### config.mk
export PLATFORM = sky130hd
export DESIGN_NAME = intc_dual_bank
export DESIGN_NICKNAME = d
export VERILOG_FILES = /design/src/rtl/intc_pkg.sv /design/src/rtl/intc_sync.sv /design/src/rtl/intc_group.sv /design/src/rtl/intc_dual_bank.sv
export SDC_FILE = /design/constraint.sdc
export NUM_CORES = 1
export LEC_CHECK = 0
export BUFFER_PORTS_ARGS = -buffer_cell sky130_fd_sc_hd__buf_2
export CORE_MARGIN = 1
export CORE_UTILIZATION = 40
export CTS_CLUSTER_DIAMETER = 30
export DETAILED_ROUTE_END_ITERATION = 8
export PLACE_DENSITY_LB_ADDON = 0.05
export SYNTH_ARGS = -nofsm -noshare
export SYNTH_HDL_FRONTEND = slang
export SYNTH_SLANG_ARGS = --single-unit
### constraint.sdc
create_clock -name clk -period 4.4 [get_ports clk]
set_clock_uncertainty 0.1 [all_clocks]
set_input_delay 0.22 -clock clk [delete_from_list [all_inputs] [get_ports clk]]
set_output_delay 0.22 -clock clk [all_outputs]
set_load 0.01 [all_outputs]
### src/rtl/intc_pkg.sv
package intc_pkg;

    localparam int GRP_PER_BANK = 2;
    localparam int NUM_GRP      = 4;

    typedef enum logic [2:0] {
        WORD_VIEW   = 3'd0,
        WORD_ENABLE = 3'd1,
        WORD_CLEAR  = 3'd2,
        WORD_KIND   = 3'd3,
        WORD_POLAR  = 3'd4,
        WORD_STATUS = 3'd5
    } grp_word_e;

    localparam logic [2:0] SLOT_MISC  = 3'd2;
    localparam logic [2:0] WORD_REV   = 3'd4;
    localparam logic [2:0] WORD_FEAT  = 3'd5;

    // Address slot for group g: 0,1 low bank; 3,4 high bank.
    function automatic logic [2:0] grp_slot(input int g);
        return 3'(g + ((g >= 2) ? 1 : 0));
    endfunction

endpackage

### src/rtl/intc_sync.sv
module intc_sync #(
    parameter int W      = 32,
    parameter int STAGES = 2
) (
    input  logic         clk,
    input  logic         rst_n,
    input  logic [W-1:0] async_in,
    output logic [W-1:0] sync_out
);
    logic [STAGES-1:0][W-1:0] chain_d, chain_q;

    always_comb begin
        chain_d[0] = async_in;
        for (int i = 1; i < STAGES; i++) begin
            chain_d[i] = chain_q[i-1];
        end
    end

    always_ff @(posedge clk or negedge rst_n) begin
        if (!rst_n) chain_q <= '0;
        else        chain_q <= chain_d;
    end

    assign sync_out = chain_q[STAGES-1];
endmodule

### src/rtl/intc_group.sv
module intc_group #(
    parameter int W = 32
) (
    input  logic         clk,
    input  logic         rst_n,
    input  logic [W-1:0] src_sync,
    input  logic         we_enable,
    input  logic         we_clear,
    input  logic         we_kind,
    input  logic         we_polar,
    input  logic [W-1:0] wdata,
    output logic [W-1:0] view,
    output logic [W-1:0] pend,
    output logic [W-1:0] status,
    output logic [W-1:0] enable,
    output logic [W-1:0] kind,
    output logic [W-1:0] polar
);
    typedef struct packed {
        logic [W-1:0] enable;
        logic [W-1:0] kind;
        logic [W-1:0] polar;
        logic [W-1:0] prev;
        logic [W-1:0] latch;
    } grp_state_t;

    grp_state_t st_d, st_q;
    logic [W-1:0] corrected, rise, clr_mask;

    always_comb begin
        corrected = src_sync ^ st_q.polar;
        rise      = corrected & ~st_q.prev;
        clr_mask  = we_clear ? wdata : '0;

        st_d       = st_q;
        st_d.prev  = corrected;
        st_d.latch = (st_q.latch & ~clr_mask) | (rise & st_q.kind);
        if (we_enable) st_d.enable = wdata;
        if (we_kind)   st_d.kind   = wdata;
        if (we_polar)  st_d.polar  = wdata;
    end

    always_ff @(posedge clk or negedge rst_n) begin
        if (!rst_n) st_q <= '0;
        else        st_q <= st_d;
    end

    assign view   = corrected;
    assign pend   = (st_q.kind & st_q.latch) | (~st_q.kind & corrected);
    assign status = pend & st_q.enable;
    assign enable = st_q.enable;
    assign kind   = st_q.kind;
    assign polar  = st_q.polar;
endmodule

### src/rtl/intc_dual_bank.sv
module intc_dual_bank
    import intc_pkg::*;
#(
    parameter int          BANK_W      = 32,
    parameter int          NUM_BANKS   = 2,
    parameter int          SYNC_STAGES = 2,
    parameter int          ADDR_W      = 8,
    parameter logic [31:0] REVISION    = 32'h0001_0300
) (
    input  logic                        clk,
    input  logic                        rst_n,
    input  logic                        reg_sel,
    input  logic                        reg_wr,
    input  logic [ADDR_W-1:0]           reg_addr,
    input  logic [BANK_W-1:0]           reg_wdata,
    output logic [BANK_W-1:0]           reg_rdata,
    input  logic [NUM_BANKS*BANK_W-1:0] src_in,
    output logic                        irq,
    output logic                        fiq
);
    localparam int NUM_SRC = NUM_BANKS * BANK_W;
    localparam int N_GRP   = NUM_BANKS * GRP_PER_BANK;
    localparam logic [31:0] FEATURE = {16'h0, 8'(NUM_BANKS), 8'(NUM_SRC)};

    logic [NUM_BANKS-1:0][BANK_W-1:0] bank_sync;
    logic [N_GRP-1:0][BANK_W-1:0] grp_view, grp_pend, grp_status;
    logic [N_GRP-1:0][BANK_W-1:0] grp_en, grp_kind, grp_polar;
    logic [N_GRP-1:0] we_en, we_clr, we_kind, we_pol;

    logic [2:0] slot, word;
    logic       grp_hit;
    logic [1:0] grp_idx;
    logic       unused_addr;

    assign slot        = reg_addr[7:5];
    assign word        = reg_addr[4:2];
    assign unused_addr = ^reg_addr[1:0];

    for (genvar b = 0; b < NUM_BANKS; b++) begin : g_bank
        intc_sync #(.W(BANK_W), .STAGES(SYNC_STAGES)) u_sync (
            .clk      (clk),
            .rst_n    (rst_n),
            .async_in (src_in[b*BANK_W +: BANK_W]),
            .sync_out (bank_sync[b])
        );
    end

    // Group decode
    always_comb begin
        grp_hit = 1'b0;
        grp_idx = 2'd0;
        for (int g = 0; g < N_GRP; g++) begin
            if (slot == grp_slot(g)) begin
                grp_hit = 1'b1;
                grp_idx = 2'(g);
            end
        end
    end

    always_comb begin
        we_en   = '0;
        we_clr  = '0;
        we_kind = '0;
        we_pol  = '0;
        if (reg_sel && reg_wr && grp_hit) begin
            case (word)
                WORD_ENABLE: we_en[grp_idx]   = 1'b1;
                WORD_CLEAR:  we_clr[grp_idx]  = 1'b1;
                WORD_KIND:   we_kind[grp_idx] = 1'b1;
                WORD_POLAR:  we_pol[grp_idx]  = 1'b1;
                default: ;
            endcase
        end
    end

    for (genvar g = 0; g < N_GRP; g++) begin : g_grp
        intc_group #(.W(BANK_W)) u_grp (
            .clk       (clk),
            .rst_n     (rst_n),
            .src_sync  (bank_sync[g/GRP_PER_BANK]),
            .we_enable (we_en[g]),
            .we_clear  (we_clr[g]),
            .we_kind   (we_kind[g]),
            .we_polar  (we_pol[g]),
            .wdata     (reg_wdata),
            .view      (grp_view[g]),
            .pend      (grp_pend[g]),
            .status    (grp_status[g]),
            .enable    (grp_en[g]),
            .kind      (grp_kind[g]),
            .polar     (grp_polar[g])
        );
    end

    // Read mux
    always_comb begin
        reg_rdata = '0;
        if (slot == SLOT_MISC) begin
            if (word == WORD_REV)       reg_rdata = REVISION;
            else if (word == WORD_FEAT) reg_rdata = FEATURE;
        end else if (grp_hit) begin
            case (word)
                WORD_VIEW:   reg_rdata = grp_view[grp_idx];
                WORD_ENABLE: reg_rdata = grp_en[grp_idx];
                WORD_KIND:   reg_rdata = grp_kind[grp_idx];
                WORD_POLAR:  reg_rdata = grp_polar[grp_idx];
                WORD_STATUS: reg_rdata = grp_status[grp_idx];
                default:     reg_rdata = '0;
            endcase
        end
    end

    // Request outputs: even groups normal, odd groups fast
    always_comb begin
        irq = 1'b0;
        fiq = 1'b0;
        for (int g = 0; g < N_GRP; g++) begin
            if ((g % GRP_PER_BANK) == 0) irq = irq | (|grp_status[g]);
            else                          fiq = fiq | (|grp_status[g]);
        end
    end
endmodule

# Word-level counts from Yosys, hierarchy flattened
# Index checks and enable logic that the tools add are counted.
dict set report classes {
  addsub 0
  n_mul 0
  div_mod_pow 0
  magnitude_cmp 2
  n_eq_ne 9
  shift 0
  mux 36
  bitwise 50
  n_reduce_logical 9
}
# operator n
set op_table {}
lappend op_table {{$and A32 B32 Y32} 24}
lappend op_table {{$not A32 Y32} 12}
lappend op_table {{$mux W32} 11}
lappend op_table {{$bmux W32 S2} 5}
lappend op_table {{$or A32 B32 Y32} 8}
lappend op_table {{$pmux W32 S5} 1}
lappend op_table {{$reduce_or A32 Y1} 4}
lappend op_table {{$xor A32 B32 Y32} 4}
lappend op_table {{$mux W4} 8}
lappend op_table {{$mux W17} 1}
lappend op_table {{$eq A3 B2 Y1 const B} 4}
lappend op_table {{$mux W10} 1}
lappend op_table {{$eq A3 B3 Y1 const B} 3}
lappend op_table {{$eq A3 B1 Y1 const B} 2}
lappend op_table {{$logic_not A3 Y1} 2}
lappend op_table {{$mux W1} 6}
lappend op_table {{$mux W2} 2}
lappend op_table {{$logic_and A1 B1 Y1} 3}
lappend op_table {{$lt A2 B3 Y1 const B} 1}
lappend op_table {{$demux W1 S2} 1}
lappend op_table {{$ge A2 B1 Y1 const B} 1}
lappend op_table {{$or A1 B1 Y1} 2}
dict set report totals {
  regBits 768
  latch_bits 0
  ramBits 0
  rom_bits 0
  in_bits 108
  output_inout_bits 34
  word_cells 130
  n_memories 0
}

# Depth between registers and ports, before layout
# Gate-level depths: netlist (run 1).
dict set report depth {
  word_depth 14
  ltp_mapped 10
  depth_no_buf 6
}

# Modules after synthesis
# From an unflattened synthesis (run 1), not the netlist that was laid out.
dict set report hier_totals {
  cells_unflattened 3669
  area_unflattened_um2 42923.7
}
# mod instances cells_per_inst area_each_um2 seq_area_each_um2
set modules_own_cells {}
lappend modules_own_cells {intc_group 4 623 8232.9 4003.8}
lappend modules_own_cells {intc_dual_bank 1 1049 6789.0 0.0}
lappend modules_own_cells {intc_sync 2 64 1601.5 1601.5}

# Least setup slack after synthesis (run 1)
# Ideal clock, no wire load.
dict set report synth_path {
  path_kind {input to output}
  start {in reg_addr[6]}
  end {out reg_rdata[31]}
  t_arrival_ns 1.693
  t_required_ns 4.080
  slack_ns 2.387
  stages 7
  path_buffers 3
  cell_sequence {buf_2 -> and3b_1 -> clkbuf_1 -> nor2_1 -> clkbuf_1 -> a32oi_1 -> a31oi_1}
}
dict set report synth_between {
  elab_chain_cells 9
  word_cells_on_any_way 25
  cone_classes {eq/ne (4); mux (20); reduce/logical (1)}
}
# item line
set synth_lines {}
lappend synth_lines {{start: declaration} intc_dual_bank.sv:14} ;# input logic [ADDR_W-1:0] reg_addr,
lappend synth_lines {{$eq A3 B1 Y1} intc_dual_bank.sv:53} ;# if (slot == grp_slot(g)) begin
lappend synth_lines {{$mux W1} intc_dual_bank.sv:53}
lappend synth_lines {{$mux W2 (2 in series)} intc_dual_bank.sv:53}
lappend synth_lines {{$bmux W32 S2 (on tied branches)} -}
lappend synth_lines {{$mux W32 (on tied branches)} -}
lappend synth_lines {{$pmux W32 S5} intc_dual_bank.sv:102} ;# case (word)
lappend synth_lines {{$mux W32} intc_dual_bank.sv:101} ;# end else if (grp_hit) begin
lappend synth_lines {{$mux W32 (*)} intc_dual_bank.sv:98} ;# if (slot == SLOT_MISC) begin
lappend synth_lines {{end: declaration} intc_dual_bank.sv:16} ;# output logic [BANK_W-1:0] reg_rdata,
# Every way passes the cells marked *; elsewhere a longest branch is shown, timed or not. The select of a mux whose other input is x is not followed.

==> run_results.csv, run 1 <==
group,metric,value,unit
worst_setup_path,path_cells,"xor2_1 -> o211ai_1 -> nand4_1 -> nor4_1 -> nand4_1 -> buf_2",
floorplan,rows,107,
clock_network,path_clk_slew,0.04,ns
worst_setup_path,path_delay_family,"simple AND/OR/NAND/NOR gates",
worst_hold_path,min_path_cells,2,
timing,setup_viol,0,
outcome,status,"finished, final reports clean",
synthesis,synth_edf_count,0,
synthesis,synth_top_cell_area_share,55.4,%
routing,viasPerCell,5.83,
synthesis,synth_fp_nets,2981,
synthesis,synth_ff_type,"dfrtp_1",
floorplan,initial_utilization,40.5,%
global_route,grt_max_degree,109,
global_route,grt_pass1_wl,181,mm
routing,drt_iter0_markers,2159,
worst_setup_path,r2r_cells,2,
place,dpl.hpwl,73.2,mm
synthesis,syn_avg_cell_area,12.1,um2
worst_setup_path,critPathKind,"register to output port",
synthesis,synth_cells,2873,
power,ir_drop,0.000404,V
timing,fmax,0.260,GHz
synthesis,ys_seq_elements,768,
final_layout,fin_nets,3362,
routing,drtAntennaViolNets,0,
synthesis,synth_top_area_cell,"dfrtp_1",
final_layout,layout_commonest_cell,"dfrtp_1",
timing,slew_violations,0,
timing,worstMarginPinSlew,1.13,ns
job,cap_viol_max_count,0,
worst_setup_path,crit_arrival,3.52,ns
worst_setup_path,slowest_stage,"nor4_1",
synthesis,synth_async_sr_flop_share,100,%
clock_network,clock_sinks,768,
routing,drcViolationCount,0,
global_route,track_usage,28.4,%
timing,finalHoldViolations,0,
clock_network,clock_latency,0.77,ns
routing,wl_per_cell,27.0,um
place,io_buffer_count,139,
final_layout,postLayoutCoreUtil,52.7,%
floorplan,die_y,296,um
synthesis,ys_top_cells_by_area,"dfrtp_1, mux2_2, a32o_1",
routing,wirelength,123,mm
place,dp_cells,4053,
floorplan,io_pins,142,
routing,first_pass_iters,6,
worst_setup_path,critPathMaxFanout,4,
place,pre_cts_ws,1.01,ns
floorplan,core,85500,um2
floorplan,dieArea,87900,um2
final_layout,fin_cells,4552,
timing,layout_min_cycle_time,3.84,ns
clock_network,cts_tree,"yes",
final_layout,final_cell_mix,"dfrtp_1, mux2_2, nand2_1",
synthesis,synth.distinct_cells,51,
worst_setup_path,critPathBufInv,1,
clock_network,cts_inserted_buffers,183,
clock_network,cts_resized,0,
timing,maxSlewHeadroom,24.7,%
timing,rsz0062_at_grt,"no",
worst_setup_path,worstSetupStartpointType,"register",
worst_setup_path,cpMostUsedCell,"nand4_1",
worst_setup_path,worstSetupEndpointType,"output port",
synthesis,synth_area,34700,um2
global_route,grt_pass1_vias,27300,
timing,fin_tns_setup,0,ns
power,p_per_area,563,nW/um2
worst_hold_path,hp-class,"input pin to register",
synthesis,yosysWarnings,0,
worst_setup_path,required,4.08,ns
worst_setup_path,path_depth,6,
clock_network,root_buffer,"clkbuf_16",
power,finalPower,0.0254,W
timing,finalCritPeriodShare,87.3,%
power,leakage,20.3,nW
global_route,overflow,0,
place,routabilityCongestion,0.833,
floorplan,die_w,296,um
clock_network,clock_path_buffers,3,
routing,dr_total_vias,26600,
clock_network,htree_num_levels,4,
final_layout,syn_to_final_growth,30.1,%
global_route,grt_antenna_before_repair,4,
final_layout,drive_gt1_share,27.9,%
timing,worst_slack,0.560,ns
worst_setup_path,max_stage_delay,0.80,ns
synthesis,ys_seq_area_share,55.4,%
## Yosys cell counts, types with 2 or more instances
library cell / n
a22oi_1: 52
nor2b_1: 3
o211ai_1: 152
buf_6: 2
xor2_1: 127
mux2_2: 363
o32ai_1: 5
a32oi_1: 2
a21oi_1: 24
clkbuf_1: 67
nor4_1: 8
nor2_2: 11
a221oi_1: 67
a31oi_1: 3
nand2_2: 2
mux2i_1: 100
nor2_4: 2
a32o_1: 128
nand3_2: 2
o31ai_1: 2
buf_2: 71
o21ai_0: 81
o221a_2: 21
a221o_1: 2
nor3_1: 3
buf_1: 5
inv_1: 132
nand2_1: 190
mux2_1: 21
nand3_1: 10
o22ai_1: 119
nand4_1: 37
xnor2_1: 3
buf_4: 31
o21ai_1: 17
nor2_1: 94
and3_1: 3
nand2b_1: 131
dfrtp_1: 768
## worst register-to-register path, stage by stage (launching register included)
cell and delay [ns]:
dfrtp_1 0.51, xor2_1 0.42, a32o_1 0.23
## worst paths after layout
path                                                from                             to  slack [ns]
setup / recovery            g_bank[0].u_sync.sync_out[1]                            irq        0.56
hold / removal                                src_in[25]   g_bank[0].u_sync.chain_d[57]        0.03
setup reg to reg           g_bank[0].u_sync.sync_out[16]        g_grp[0].u_grp.st_q[16]        3.08
hold reg to reg             g_bank[0].u_sync.chain_d[51]  g_bank[0].u_sync.sync_out[19]        0.24
max in group asynchronous                          rst_n   g_bank[0].u_sync.sync_out[2]        2.94
min in group asynchronous                          rst_n  g_bank[1].u_sync.sync_out[30]        0.06
## cell families after synthesis
kind of cell	count (synthesis)	synth area share (%)
AOI/OAI and AO/OA	680	14.9
xor gates and xnor gates	130	3.28
buffers and inverters	308	3.97
DFF	768	55.4
muxes	484	15.4
and+or+nand+nor	503	7.09
## layer usage
metal	wire, um	vias to the layer above	track usage, %
met2	56100	1031	43.7
li1	-	11400	-
met3	8220	282	5.70
met1	54400	13800	39.3
met5	29	-	0
met4	4140	6	11.0
## final cells by class
cell class | count | area, um2
fill | 7360 | 40400
sequential | 768 | 19200
multi-input combinational | 1797 | 14200
clock buffer | 234 | 5130
timing repair buffer | 372 | 3110
clock inverter | 102 | 1490
tap | 1144 | 1430
inverter | 132 | 495
antenna | 3 | 7.51
## timing repair
item / CTS / global route
hold buffers: 160 / 0
buffers inserted: 0 / 0
hold endpoints to repair: 664 / 0
## power breakdown
| part | switching, W | total [W] | internal (W) |
|---|---|---|---|
| sequential | 0.000605 | 0.00861 | 0.00800 |
| combinational | 0.00132 | 0.00250 | 0.00118 |
| clock | 0.00429 | 0.0143 | 0.00999 |
| total | 0.00621 | 0.0254 | 0.0192 |
## sequential cells by signal, summed over array words and instances, names as in the netlist
| signal | flops |
|---|---|
| g_grp.u_grp.st_q | 256 |
| g_bank.u_sync.sync_out | 64 |
| g_bank.u_sync.chain_d | 64 |
| g_grp.u_grp.polar | 128 |
| g_grp.u_grp.kind | 128 |
| g_grp.u_grp.enable | 128 |
## per-stage QoR
| step | area, um2 | hold slack [ns] |
|---|---|---|
| 2_1_floorplan | 34700 | -0.176 |
| 3_3_place_gp | 36900 | 0.227 |
| 3_5_place_dp | 36900 | 0.229 |
| 4_1_cts | 45100 | 0.00266 |
| 5_1_grt | 45100 | 0.0347 |
| 6_report | 45100 | 0.0260 |
Note: power is estimated with default switching activity, not from simulation.
==> run 2: changes to the inputs <==
Settings changed: RECOVER_POWER set to 100.
==> run_results.csv, run 2 (synthesis results as in run 1) <==
group,metric,value,unit
floorplan,die_y,296,um
floorplan,core,85500,um2
final_layout,fin_nets,3362,
routing,wl_per_cell,27.0,um
worst_hold_path,holdPathEnd,"g_bank[0].u_sync.chain_d[57]",
floorplan,initial_utilization,40.5,%
power,leakage,20.1,nW
worst_setup_path,critPathMaxFanout,43,
timing,hold_ws,0.0373,ns
final_layout,largest_register_ffs,256,
routing,drt_iter0_markers,2222,
final_layout,syn_to_final_growth,29.3,%
worst_setup_path,worstSetupStartpointType,"input pin",
timing,worstMarginPinSlew,3.12,ns
outcome,status,"complete, but fails checks",
worst_setup_path,crit_arrival,4.63,ns
timing,finalHoldViolations,0,
worst_setup_path,r2r_slack,3.06,ns
power,p_per_area,566,nW/um2
timing,slew_violations,336,
floorplan,rows,107,
timing,setup_viol,0,
clock_network,cts_inserted_buffers,183,
routing,drtAntennaViolNets,0,
timing,fmax,0.244,GHz
global_route,track_usage,28.4,%
timing,maxSlewHeadroom,-108,%
job,cap_viol_max_count,14,
routing,dr_total_vias,26500,
power,ir_drop,0.000405,V
clock_network,clock_path_buffers,3,
clock_network,postCtsSetupBuffers,0,
global_route,grt_pass1_wl,181,mm
clock_network,clock_latency,0.77,ns
global_route,overflow,0,
timing,layout_min_cycle_time,4.10,ns
place,routabilityCongestion,0.833,
outcome,violations,"max-capacitance violations, max-slew violations",
final_layout,drive_gt1_share,26.2,%
clock_network,root_buffer,"clkbuf_16",
worst_setup_path,reg2reg_to,"g_grp[0].u_grp.st_q[16]",
worst_setup_path,reg2reg_from,"g_bank[0].u_sync.sync_out[16]",
worst_setup_path,cpMostUsedCell,"clkbuf_1",
place,io_buffer_count,139,
clock_network,htree_num_levels,4,
final_layout,regMostFlops,"g_grp.u_grp.st_q",
worst_setup_path,worstSetupEndpointType,"register",
timing,fin_tns_setup,0,ns
routing,first_pass_iters,5,
worst_setup_path,r2r_cells,2,
floorplan,die_w,296,um
worst_hold_path,hp-class,"input pin to register",
final_layout,postLayoutCoreUtil,52.4,%
global_route,grt_max_degree,109,
place,dpl.hpwl,73.2,mm
global_route,grt_antenna_before_repair,4,
routing,viasPerCell,5.82,
floorplan,dieArea,87900,um2
timing,finalCritPeriodShare,93.2,%
final_layout,layout_commonest_cell,"dfrtp_1",
routing,wirelength,123,mm
clock_network,clock_sinks,768,
worst_hold_path,worstHoldStart,"src_in[25]",
final_layout,final_cell_mix,"dfrtp_1, mux2_2, nand2_1",
clock_network,path_clk_slew,0.04,ns
routing,drcViolationCount,0,
clock_network,cts_tree,"yes",
global_route,grt_pass1_vias,27300,
power,finalPower,0.0254,W
worst_setup_path,critPathKind,"input pin to register",
worst_setup_path,slowest_stage,"clkbuf_1",
floorplan,io_pins,142,
worst_setup_path,max_stage_delay,1.51,ns
worst_setup_path,required,4.93,ns
worst_setup_path,path_cells,"clkbuf_1 -> and2b_4 -> nand2b_2 -> nor2_1 -> clkbuf_1 -> nand2_1 -> a32o_1",
timing,rsz0062_at_grt,"no",
worst_hold_path,min_path_cells,2,
-- run 2: changes by cell type in the layout (fill, tap and decap cells not counted), moves of 3 or more --
cell	before	now
clkbuf_1	17	60
clkbuf_2	0	12
nand3_1	8	12
nor2_4	17	7
buf_2	137	110
nand3_2	4	0
buf_4	53	29
o21ai_0	81	85
buf_12	20	17
o21ai_1	17	13
nor2_1	90	100
-- run 2: worst max-delay path by stage --
stage,start,end
3_3_place_gp,reg_addr[6],reg_rdata[5]
5_1_grt,reg_addr[6],reg_rdata[23]
4_1_cts,g_bank[0].u_sync.sync_out[1],irq
6_report,reg_addr[5],g_grp[1].u_grp.st_q[28]
2_1_floorplan,reg_addr[6],reg_rdata[31]
3_5_place_dp,reg_addr[6],reg_rdata[5]
-- run 2: through the flow --
stage               cells  area (um2)  setup WS, ns
global route         4550       44800         0.297
floorplan            2873       34700          2.39
global placement     4053       36900         0.952
CTS                  4549       45100         0.603
detailed placement   4053       36900          1.01
finish               4552       44800         0.301
-- run 2: layout make-up --
type,count,area (um2)
diodes,3,7.51
clock buffers,234,5130
clock inverters,102,1490
fillers,7422,40700
inverters,132,495
multi-input cells,1797,14100
flip-flops and latches,768,19200
well taps,1144,1430
repair buffers,372,2940
-- run 2: metal layers --
metal / wire length [um] / GRT usage (%) / vias up
li1: - / - / 11400
met1: 54300 / 39.3 / 13700
met2: 55600 / 43.7 / 1077
met3: 8630 / 5.70 / 291
met4: 4360 / 11.0 / 6
met5: 29 / 0 / -
-- run 2: critical path: cells and delay by family --
family / cells / cell delay, ns
buf+inv: 2 / 2.15
simple gates: 4 / 1.93
compound gates: 1 / 0.27
-- run 2: report_power, final --
| part | internal (W) | switching, W |
|---|---|---|
| Sequential | 0.00800 | 0.000604 |
| Combinational | 0.00117 | 0.00132 |
| Clock | 0.00999 | 0.00428 |
-- run 2: repair_timing --
item                      4_1_cts  5_1_grt
hold buffers                  160        0
resized for setup               0        0
hold endpoints to repair      664        0
